`config.mk`:
```
export PLATFORM = sky130hd
export DESIGN_NAME = stride_pf_table
export DESIGN_NICKNAME = d
export VERILOG_FILES = /design/src/rtl/spf_pkg.sv /design/src/rtl/spf_table.sv /design/src/rtl/spf_fsm.sv /design/src/rtl/spf_calc.sv /design/src/rtl/stride_pf_table.sv
export SDC_FILE = /design/constraint.sdc
export NUM_CORES = 2
export LEC_CHECK = 0
export CORE_AREA = 2 2 372 374
export CTS_BUF_LIST = sky130_fd_sc_hd__clkbuf_16
export DETAILED_ROUTE_END_ITERATION = 6
export DIE_AREA = 0 0 374 376
export HOLD_SLACK_MARGIN = 0.12
export PLACE_DENSITY = 0.73
export RECOVER_POWER = 25
export SYNTH_ARGS = -nofsm -noshare
export SYNTH_HDL_FRONTEND = slang
export SYNTH_SLANG_ARGS = --single-unit
```
`constraint.sdc`:
```
create_clock -name clk -period 19.2 [get_ports clk]
set_input_delay 3.84 -clock clk [delete_from_list [all_inputs] [get_ports clk]]
set_output_delay 3.84 -clock clk [all_outputs]
set_load 0.02 [all_outputs]
```
`src/rtl/spf_pkg.sv`:
```
// Shared definitions for the stride prefetch table.
// Assumes: nothing beyond IEEE 1800-2017 packages.
package spf_pkg;

    // Per-entry confidence state; the codes are visible in the requirements.
    typedef enum logic [1:0] {
        SPF_INIT   = 2'd0,
        SPF_TRANS  = 2'd1,
        SPF_STEADY = 2'd2,
        SPF_NOPRED = 2'd3
    } spf_state_e;

endpackage

```
`src/rtl/spf_table.sv`:
```
// Direct-mapped storage of per-load history entries.
// One asynchronous read port (the looked-up entry) and one write port that
// commits at the rising edge. Assumes wr_idx is in range (ENTRIES = 2**IDX_W).
module spf_table
    import spf_pkg::*;
#(
    parameter int IDX_W  = 4,
    parameter int PC_W   = 32,
    parameter int ADDR_W = 32
) (
    input  logic              clk,
    input  logic              rst_n,
    input  logic [IDX_W-1:0]  rd_idx,
    output logic              rd_valid,
    output logic [PC_W-1:0]   rd_pc,
    output logic [ADDR_W-1:0] rd_prev,
    output logic [ADDR_W-1:0] rd_stride,
    output spf_state_e        rd_state,
    input  logic              wr_en,
    input  logic [IDX_W-1:0]  wr_idx,
    input  logic [PC_W-1:0]   wr_pc,
    input  logic [ADDR_W-1:0] wr_prev,
    input  logic [ADDR_W-1:0] wr_stride,
    input  spf_state_e        wr_state
);

    localparam int ENTRIES = 1 << IDX_W;

    logic              ent_valid  [ENTRIES];
    logic [PC_W-1:0]   ent_pc     [ENTRIES];
    logic [ADDR_W-1:0] ent_prev   [ENTRIES];
    logic [ADDR_W-1:0] ent_stride [ENTRIES];
    spf_state_e        ent_state  [ENTRIES];

    for (genvar e = 0; e < ENTRIES; e++) begin : g_entry
        logic sel;
        assign sel = wr_en && (wr_idx == IDX_W'(e));

        // Clear one entry at reset, otherwise load it when selected.
        always_ff @(posedge clk) begin
            if (!rst_n) begin
                ent_valid[e]  <= 1'b0;
                ent_pc[e]     <= '0;
                ent_prev[e]   <= '0;
                ent_stride[e] <= '0;
                ent_state[e]  <= SPF_INIT;
            end else if (sel) begin
                ent_valid[e]  <= 1'b1;
                ent_pc[e]     <= wr_pc;
                ent_prev[e]   <= wr_prev;
                ent_stride[e] <= wr_stride;
                ent_state[e]  <= wr_state;
            end
        end
    end

    // Present the indexed entry to the lookup logic.
    always_comb begin
        rd_valid  = ent_valid[rd_idx];
        rd_pc     = ent_pc[rd_idx];
        rd_prev   = ent_prev[rd_idx];
        rd_stride = ent_stride[rd_idx];
        rd_state  = ent_state[rd_idx];
    end

endmodule

```
`src/rtl/spf_fsm.sv`:
```
// Confidence state transition for one entry on a hit.
// Purely combinational. Assumes the caller applies it only to hits.
// relearn tells the datapath to replace the stride with the new difference.
module spf_fsm
    import spf_pkg::*;
(
    input  spf_state_e cur_state,
    input  logic       correct,
    output spf_state_e nxt_state,
    output logic       relearn
);

    // Transition table of the four-state confidence machine.
    always_comb begin
        nxt_state = cur_state;
        relearn   = 1'b0;
        unique case (cur_state)
            SPF_INIT: begin
                nxt_state = correct ? SPF_STEADY : SPF_TRANS;
                relearn   = !correct;
            end
            SPF_STEADY: begin
                nxt_state = correct ? SPF_STEADY : SPF_INIT;
                relearn   = 1'b0;
            end
            SPF_TRANS: begin
                nxt_state = correct ? SPF_STEADY : SPF_NOPRED;
                relearn   = !correct;
            end
            SPF_NOPRED: begin
                nxt_state = correct ? SPF_TRANS : SPF_NOPRED;
                relearn   = !correct;
            end
            default: begin
                nxt_state = SPF_INIT;
                relearn   = 1'b0;
            end
        endcase
    end

endmodule

```
`src/rtl/spf_calc.sv`:
```
// Update datapath for one observed load.
// Compares the load address with the stored prediction, picks the next
// entry contents (allocation on a miss, FSM step on a hit) and forms the
// prefetch target. Assumes inputs come straight from the table read port.
module spf_calc
    import spf_pkg::*;
#(
    parameter int ADDR_W = 32
) (
    input  logic              hit,
    input  logic [ADDR_W-1:0] ld_addr,
    input  logic [ADDR_W-1:0] rd_prev,
    input  logic [ADDR_W-1:0] rd_stride,
    input  spf_state_e        rd_state,
    output logic              correct,
    output logic [ADDR_W-1:0] new_stride,
    output spf_state_e        new_state,
    output logic              issue,
    output logic [ADDR_W-1:0] pf_target
);

    logic [ADDR_W-1:0] predicted;
    logic [ADDR_W-1:0] delta;
    spf_state_e        fsm_state;
    logic              fsm_relearn;

    // Predicted address and observed step, both modulo 2**ADDR_W.
    always_comb begin
        predicted = rd_prev + rd_stride;
        delta     = ld_addr - rd_prev;
        correct   = (ld_addr == predicted);
    end

    spf_fsm u_fsm (
        .cur_state (rd_state),
        .correct   (correct),
        .nxt_state (fsm_state),
        .relearn   (fsm_relearn)
    );

    // Choose between allocation and the FSM step, and form the target.
    always_comb begin
        if (hit) begin
            new_state  = fsm_state;
            new_stride = fsm_relearn ? delta : rd_stride;
        end else begin
            new_state  = SPF_INIT;
            new_stride = '0;
        end
        issue     = hit && (new_state == SPF_STEADY);
        pf_target = ld_addr + new_stride;
    end

endmodule

```
`src/rtl/stride_pf_table.sv`:
```
// PC-indexed stride prefetch table (top).
// Each valid load looks up the entry chosen by its PC index bits, updates
// it in the same cycle, and raises a one-cycle prefetch request on the next
// cycle when the entry ends in the steady state.
// Assumes ld_pc and ld_addr are known whenever ld_valid is high.
module stride_pf_table
    import spf_pkg::*;
#(
    parameter int PC_W    = 32,
    parameter int ADDR_W  = 32,
    parameter int IDX_W   = 4,
    parameter int IDX_LSB = 2
) (
    input  logic              clk,
    input  logic              rst_n,
    input  logic              ld_valid,
    input  logic [PC_W-1:0]   ld_pc,
    input  logic [ADDR_W-1:0] ld_addr,
    output logic              pf_valid,
    output logic [ADDR_W-1:0] pf_addr
);

    logic [IDX_W-1:0]  lk_idx;
    logic              lk_valid;
    logic [PC_W-1:0]   lk_pc;
    logic [ADDR_W-1:0] lk_prev;
    logic [ADDR_W-1:0] lk_stride;
    spf_state_e        lk_state;
    logic              lk_hit;
    logic              lk_correct;
    logic [ADDR_W-1:0] up_stride;
    spf_state_e        up_state;
    logic              up_issue;
    logic [ADDR_W-1:0] up_target;

    // Index selection and tag compare against the full stored PC.
    always_comb begin
        lk_idx = ld_pc[IDX_LSB +: IDX_W];
        lk_hit = lk_valid && (lk_pc == ld_pc);
    end

    spf_table #(
        .IDX_W  (IDX_W),
        .PC_W   (PC_W),
        .ADDR_W (ADDR_W)
    ) u_table (
        .clk       (clk),
        .rst_n     (rst_n),
        .rd_idx    (lk_idx),
        .rd_valid  (lk_valid),
        .rd_pc     (lk_pc),
        .rd_prev   (lk_prev),
        .rd_stride (lk_stride),
        .rd_state  (lk_state),
        .wr_en     (ld_valid),
        .wr_idx    (lk_idx),
        .wr_pc     (ld_pc),
        .wr_prev   (ld_addr),
        .wr_stride (up_stride),
        .wr_state  (up_state)
    );

    spf_calc #(
        .ADDR_W (ADDR_W)
    ) u_calc (
        .hit        (lk_hit),
        .ld_addr    (ld_addr),
        .rd_prev    (lk_prev),
        .rd_stride  (lk_stride),
        .rd_state   (lk_state),
        .correct    (lk_correct),
        .new_stride (up_stride),
        .new_state  (up_state),
        .issue      (up_issue),
        .pf_target  (up_target)
    );

    // Register the prefetch request for exactly one cycle.
    always_ff @(posedge clk) begin
        if (!rst_n) begin
            pf_valid <= 1'b0;
            pf_addr  <= '0;
        end else begin
            pf_valid <= ld_valid && up_issue;
            if (ld_valid && up_issue) begin
                pf_addr <= up_target;
            end
        end
    end

endmodule

```
# Yosys cells after proc, flatten, opt, wreduce, memory -nomap -nowiden
# Memory sizes are Yosys's and may differ from the RTL's.
# Cells that the tools add are included.
[word_totals]
regBits = 33
ram_bits = 1584
in_bits = 67
out_inout_bits = 33
wordCells = 272
memories = 5
[memory_table]
columns = ["memory", "depth", "word_bits", "read_ports", "rd_ports_with_merged_regs", "write_ports", "line", "text"]
rows = [
  ["u_table.ent_pc", 16, 32, 1, 0, 16, "spf_table.sv:30", "logic [PC_W-1:0] ent_pc [ENTRIES];"],
  ["u_table.ent_prev", 16, 32, 1, 0, 16, "spf_table.sv:31", "logic [ADDR_W-1:0] ent_prev [ENTRIES];"],
  ["u_table.ent_stride", 16, 32, 1, 0, 16, "spf_table.sv:32", "logic [ADDR_W-1:0] ent_stride [ENTRIES];"],
  ["u_table.ent_state", 16, 2, 1, 0, 16, "spf_table.sv:33", "spf_state_e ent_state [ENTRIES];"],
  ["u_table.ent_valid", 16, 1, 1, 0, 16, "spf_table.sv:29", "logic ent_valid [ENTRIES];"],
]
[op_classes]
n_addsub = 3
eq_ne = 21
n_mux = 138
bitwise_logic = 80
reduce_logical = 23
[op_table]
columns = ["operator", "count"]
rows = [
  ["32-bit two-way mux", 50],
  ["1-bit bitwise OR", 80],
  ["1-bit two-way mux", 66],
  ["32-bit adder", 2],
  ["32-bit equality test", 2],
  ["2-bit two-way mux", 20],
  ["4-bit equality test (second input constant)", 8],
  ["32-bit subtractor", 1],
  ["1-bit logical AND", 19],
  ["4-bit by 3-bit equality test with 1-bit output (second input constant)", 4],
  ["4-bit by 2-bit equality test with 1-bit output (second input constant)", 2],
  ["2-bit case mux with 4 select lines", 1],
  ["2-bit equality test (second input constant)", 3],
  ["4-bit by 1-bit equality test with 1-bit output (second input constant)", 1],
  ["4-bit logical NOT", 1],
  ["3-bit OR reduction", 1],
  ["2-bit by 1-bit equality test with 1-bit output (second input constant)", 1],
  ["2-bit logical NOT", 1],
  ["1-bit case mux with 2 select lines", 1],
  ["1-bit logical NOT", 1],
]

# Depth between registers and ports, before layout
# An unclocked memory read counts as a cell.
[depth]
word_depth = 9
depth_mapped = 45
mapped_depth_nobuf = 33

# Modules after synthesis
# A second synthesis with hierarchy kept.
[unflattened]
hier_cells = 5362
hier_area_um2 = 78008.6
[by_module_without_submodules]
columns = ["module", "instances", "cells_per_inst", "area_per_inst_um2", "seq_area_each_um2"]
rows = [
  ["spf_table", 1, 4289, 70370.0, 47555.6],
  ["spf_calc", 1, 881, 6052.1, 0.0],
  ["stride_pf_table", 1, 186, 1555.2, 660.6],
  ["spf_fsm", 1, 6, 31.3, 0.0],
]

# Worst setup path before layout
# No wires, ideal clock.
[synth_path]
kind = "input to register"
start = "input ld_pc[3]"
end = "memory u_table.ent_pc[11][0] (enable)"
setup_time_ns = 0.694
t_arrival_ns = 13.619
t_required_ns = 18.506
setup_slack_ns = 4.887
path_stages = 12
path_buffers = 10
cell_sequence = "buf_4 > buf_2 > buf_4 > buf_2 > buf_2 > clkbuf_1 > buf_2 > buf_1 > clkbuf_1 > buf_1 > nand3_1 > o21ai_0"
[synth_lines]
columns = ["element", "line", "text"]
rows = [
  ["from (decl)", "stride_pf_table.sv:17", "input logic [PC_W-1:0] ld_pc,"],
  ["to (decl)", "spf_table.sv:30", ""],
]

# Worst setup path in the final report
[layout_path]
start = "input ld_pc[5]"
end = "register pf_addr[30]"
[layout_between]
elab_cells_between_ends = 29
cone_classes = "add/sub: 3; eq/ne: 6; mux: 9; reduce/logical: 6; memory: 5"
[layout_lines]
columns = ["element", "line", "text"]
rows = [
  ["memory 16 x 32 bit (on tied branches)", "--", ""],
  ["32-bit adder", "spf_calc.sv:29", "predicted = rd_prev + rd_stride;"],
  ["32-bit equality test", "spf_calc.sv:31", "correct = (ld_addr == predicted);"],
  ["1-bit logical NOT", "spf_fsm.sv:20, spf_fsm.sv:28, spf_fsm.sv:32", ""],
  ["1-bit case mux with 2 select lines", "spf_fsm.sv:17", "unique case (cur_state)"],
  ["32-bit two-way mux", "spf_calc.sv:45", "new_stride = fsm_relearn ? delta : rd_stride;"],
  ["32-bit two-way mux (*)", "spf_calc.sv:43", "if (hit) begin"],
  ["net u_calc.new_stride[0]", "spf_calc.sv:16", "output logic [ADDR_W-1:0] new_stride,"],
  ["32-bit adder (*)", "spf_calc.sv:51", "pf_target = ld_addr + new_stride;"],
  ["to (signal assigned)", "stride_pf_table.sv:86", "pf_addr <= up_target;"],
  ["to (decl)", "stride_pf_table.sv:20", "output logic [ADDR_W-1:0] pf_addr"],
]
# The timed path passes the listed nets; every way through them passes the cells marked *.
# A chain may end at the register's enable or synchronous reset.

==> flow_summary.ini <==
[clock_network]
holdBufCountCts = 0
cts.repair.resized = 0
htreeDepth = 4
ctsLongestPathBuffers = 3
clock-root-buffer = clkbuf_16
cts_tree = built
cts_buffers = 166
cts_setup_buffers = 0
clkSinkCount = 1617
clk_pin_slew_ps = 60
clock_latency_ps = 830

[detailed_routing]
drc_errors = 0
via_per_inst = 6.634
first_iter_violations = 6755
first_pass_iters = 6
vias = 48600
routed_wl_um = 228800
wire_per_inst_um = 31.24
ant_nets = 0

[power]
switching_share = 0.2599
pwr-share-comb = 0.137
p_leak_nw = 30.79
p_sw_mw = 2.172
p_per_area_mw_per_mm2 = 98.39
peakVddDrop_v = 0.00008512
sequentialPowerShare = 0.492
design_power_total_mw = 8.357
p_int_mw = 6.184
clock_power_share = 0.371

[sta]
setup_violations = 0
timing.fmax_ghz = 0.06572
finalHoldViolations = 0
slew_violations = 1357
min_period_over_period = 0.7925
rsz0062_at_grt = no
post-route-min-period_ps = 15220
worst_slew_pin_slew_ps = 4945
relSlewSlack = -2.297
finClkSkew_ps = 56.54
setup_tns_ps = 0

[global_route]
overflow = 0
antenna_found_initial = 11
grt_max_degree = 106
grt_usage = 0.3262
grt_pass1_wl_um = 330900
first_global_vias = 48420

[worst_setup_path]
cp_common_cell = o21ai_0
startpoint_type = input port
cp_max_fo = 49
crit_path_end_kind = flop
worst_path_max_delay_cell = clkbuf_1
critical-path-top-delay-family = buffers and inverters
r2r_cells = 30
ff2ff_setup_slack_ps = 9640
cp-startpoint = ld_pc[5]
r2r-end = pf_addr[31]
worstPathRequired_ps = 19930
cp_num_buf_inv = 5
cp.depth = 28
reg2reg_from = u_table.ent_stride[8][1]
worstSetupPathType = input port to flop
critical_path.max_stage_delay_ps = 2490
cp.arrival_ps = 15940
endpoint = pf_addr[30]

[yosys]
netlist_area_mm2 = 0.07734
synth_common_cells = edfxtp_1 (1583), nor2_1 (850), and2_1 (584)
synth.distinct_cells = 86
ys_seq_elements = 1617
synth_top_cell_area_share = 0.6147
synthTopCellsByArea = edfxtp_1 (61%), mux4_2 (13%), and2_1 (4.7%)
yosysSeqAreaShare = 0.6235
yosysMostFrequentCell = edfxtp_1
yosys_warnings = 0
synth_area_per_cell_um2 = 14.22
synth_top_area_cell = edfxtp_1
synth-edff-count = 1583
syn_inst = 5440
synthArstFlopShare = 0
synth_flop_cell = edfxtp_1

[floorplan]
fp.dieW_um = 374
start_util = 0.5660
num_rows = 136
die_area_mm2 = 0.1406
core_mm2 = 0.1366
num_io_pins = 100
die_height_um = 376

[layout]
drive_gt1_frac = 0.1536
area_growth_pct = 9.824
fin_util = 0.6216
instances_no_fill = 7326
fin_nets = 5554

[flow_run]
drv_cap = 34

[place]
place_congestion = 1.001
io_buffers = 99
dp_hpwl_um = 130400
dpl.cell_count = 7017

[status]
outcome = finished with violations
violations = capacitance limit, slew limit

[min_path]
hp-class = flop to flop
area by class of cell:
cell class	count	area, µm²
Fill cell	9971	51710
Inverter	150	568.0
Timing Repair Buffer	220	1852
Tap cell	1794	2245
Multi-Input combinational cell	3236	26820
Sequential cell	1617	48220
Antenna cell	4	10.01
Clock buffer	167	4179
Clock inverter	138	1041
registers in the layout, indices dropped and copies added (netlist names):
signal              flops
u_table.ent_state      32
pf_valid                1
pf_addr                32
u_table.ent_valid      16
u_table.ent_pc        512
u_table.ent_prev      512
u_table.ent_stride    512
routing by layer:
layer | vias up | global-route usage | part of all wire
met5 | - | 0 | 0.000057
met4 | 2 | 0.1380 | 0.043
met3 | 484 | 0.05677 | 0.11
met2 | 3223 | 0.5192 | 0.47
met1 | 24760 | 0.4490 | 0.37
li1 | 20130 | - | -
per-stage QoR:
step	worst slack [ps]	instance area [µm²]	hold WS, ps
floorplan	4887	77450	432.2
global placement	4892	79950	443.2
detailed placement	4749	79950	458.8
CTS	5569	85170	473.8
global route	3398	84930	499.9
finish	3985	84930	475.6
worst reg2reg max path: cells and delay by family (launching register included):
kind,cells,cell delay [ps]
buffers and inverters,2,560
multiplexers,4,1470
XOR/XNOR,2,290
AO/OA/AOI/OAI,14,4450
AND/OR/NAND/NOR,6,1670
flip-flops,1,380
adder cells (fa/ha/maj),2,680
cells by family (layout without fill, tap and decap cells):
logic type      count (synthesis)  after routing  synth area share
buf+inv                       618            675           0.03313
compound gates                455            455           0.03948
mux                           554            554            0.1452
xor+xnor                      115            115           0.01302
flops                        1617           1617            0.6235
simple gates                 1984           1984            0.1298
other cells                     1             36        0.00004849
fa+ha+maj                      96             96           0.01582
cells in the final DEF, fill, tap and decap left out, types with 34 or more instances in the layout:
cell	n
clkinv_1	59
a21o_1	45
dfxtp_1	34
nand2_1	97
nand3_1	34
xnor2_1	73
edfxtp_1	1583
buf_4	91
mux2i_1	93
o21ai_0	86
and2_1	482
inv_1	175
and3_1	203
mux4_2	452
xor2_1	42
nor2_1	847
nand4_1	35
ha_1	93
clkdlybuf4s50_1	61
a21oi_1	106
clkbuf_16	167
and2_0	102
worst min path at each step:
stage                              start              endpoint  slack, ps  cells after the start
CTS                 u_table.ent_valid[8]  u_table.ent_valid[8]        470                      2
global placement    u_table.ent_valid[8]  u_table.ent_valid[8]        440                      2
finish                       pf_addr[17]           pf_addr[17]        480                      2
detailed placement  u_table.ent_valid[8]  u_table.ent_valid[8]        460                      2
global route        u_table.ent_valid[8]  u_table.ent_valid[8]        500                      2
floorplan           u_table.ent_valid[8]  u_table.ent_valid[8]        430                      2
power groups by stage:
| stage | Combinational [mW] | Clock (mW) | Sequential (mW) |
|---|---|---|---|
| 2_1_floorplan | 0.742 | 0 | 4.20 |
| 3_3_place_gp | 1.12 | 0 | 4.17 |
| 3_5_place_dp | 1.12 | 0 | 4.18 |
| 4_1_cts | 1.13 | 3.13 | 4.11 |
| 5_1_grt | 1.20 | 3.26 | 4.12 |
| 6_report | 1.14 | 3.10 | 4.11 |
Note: power is estimated with default switching activity, not from simulation.
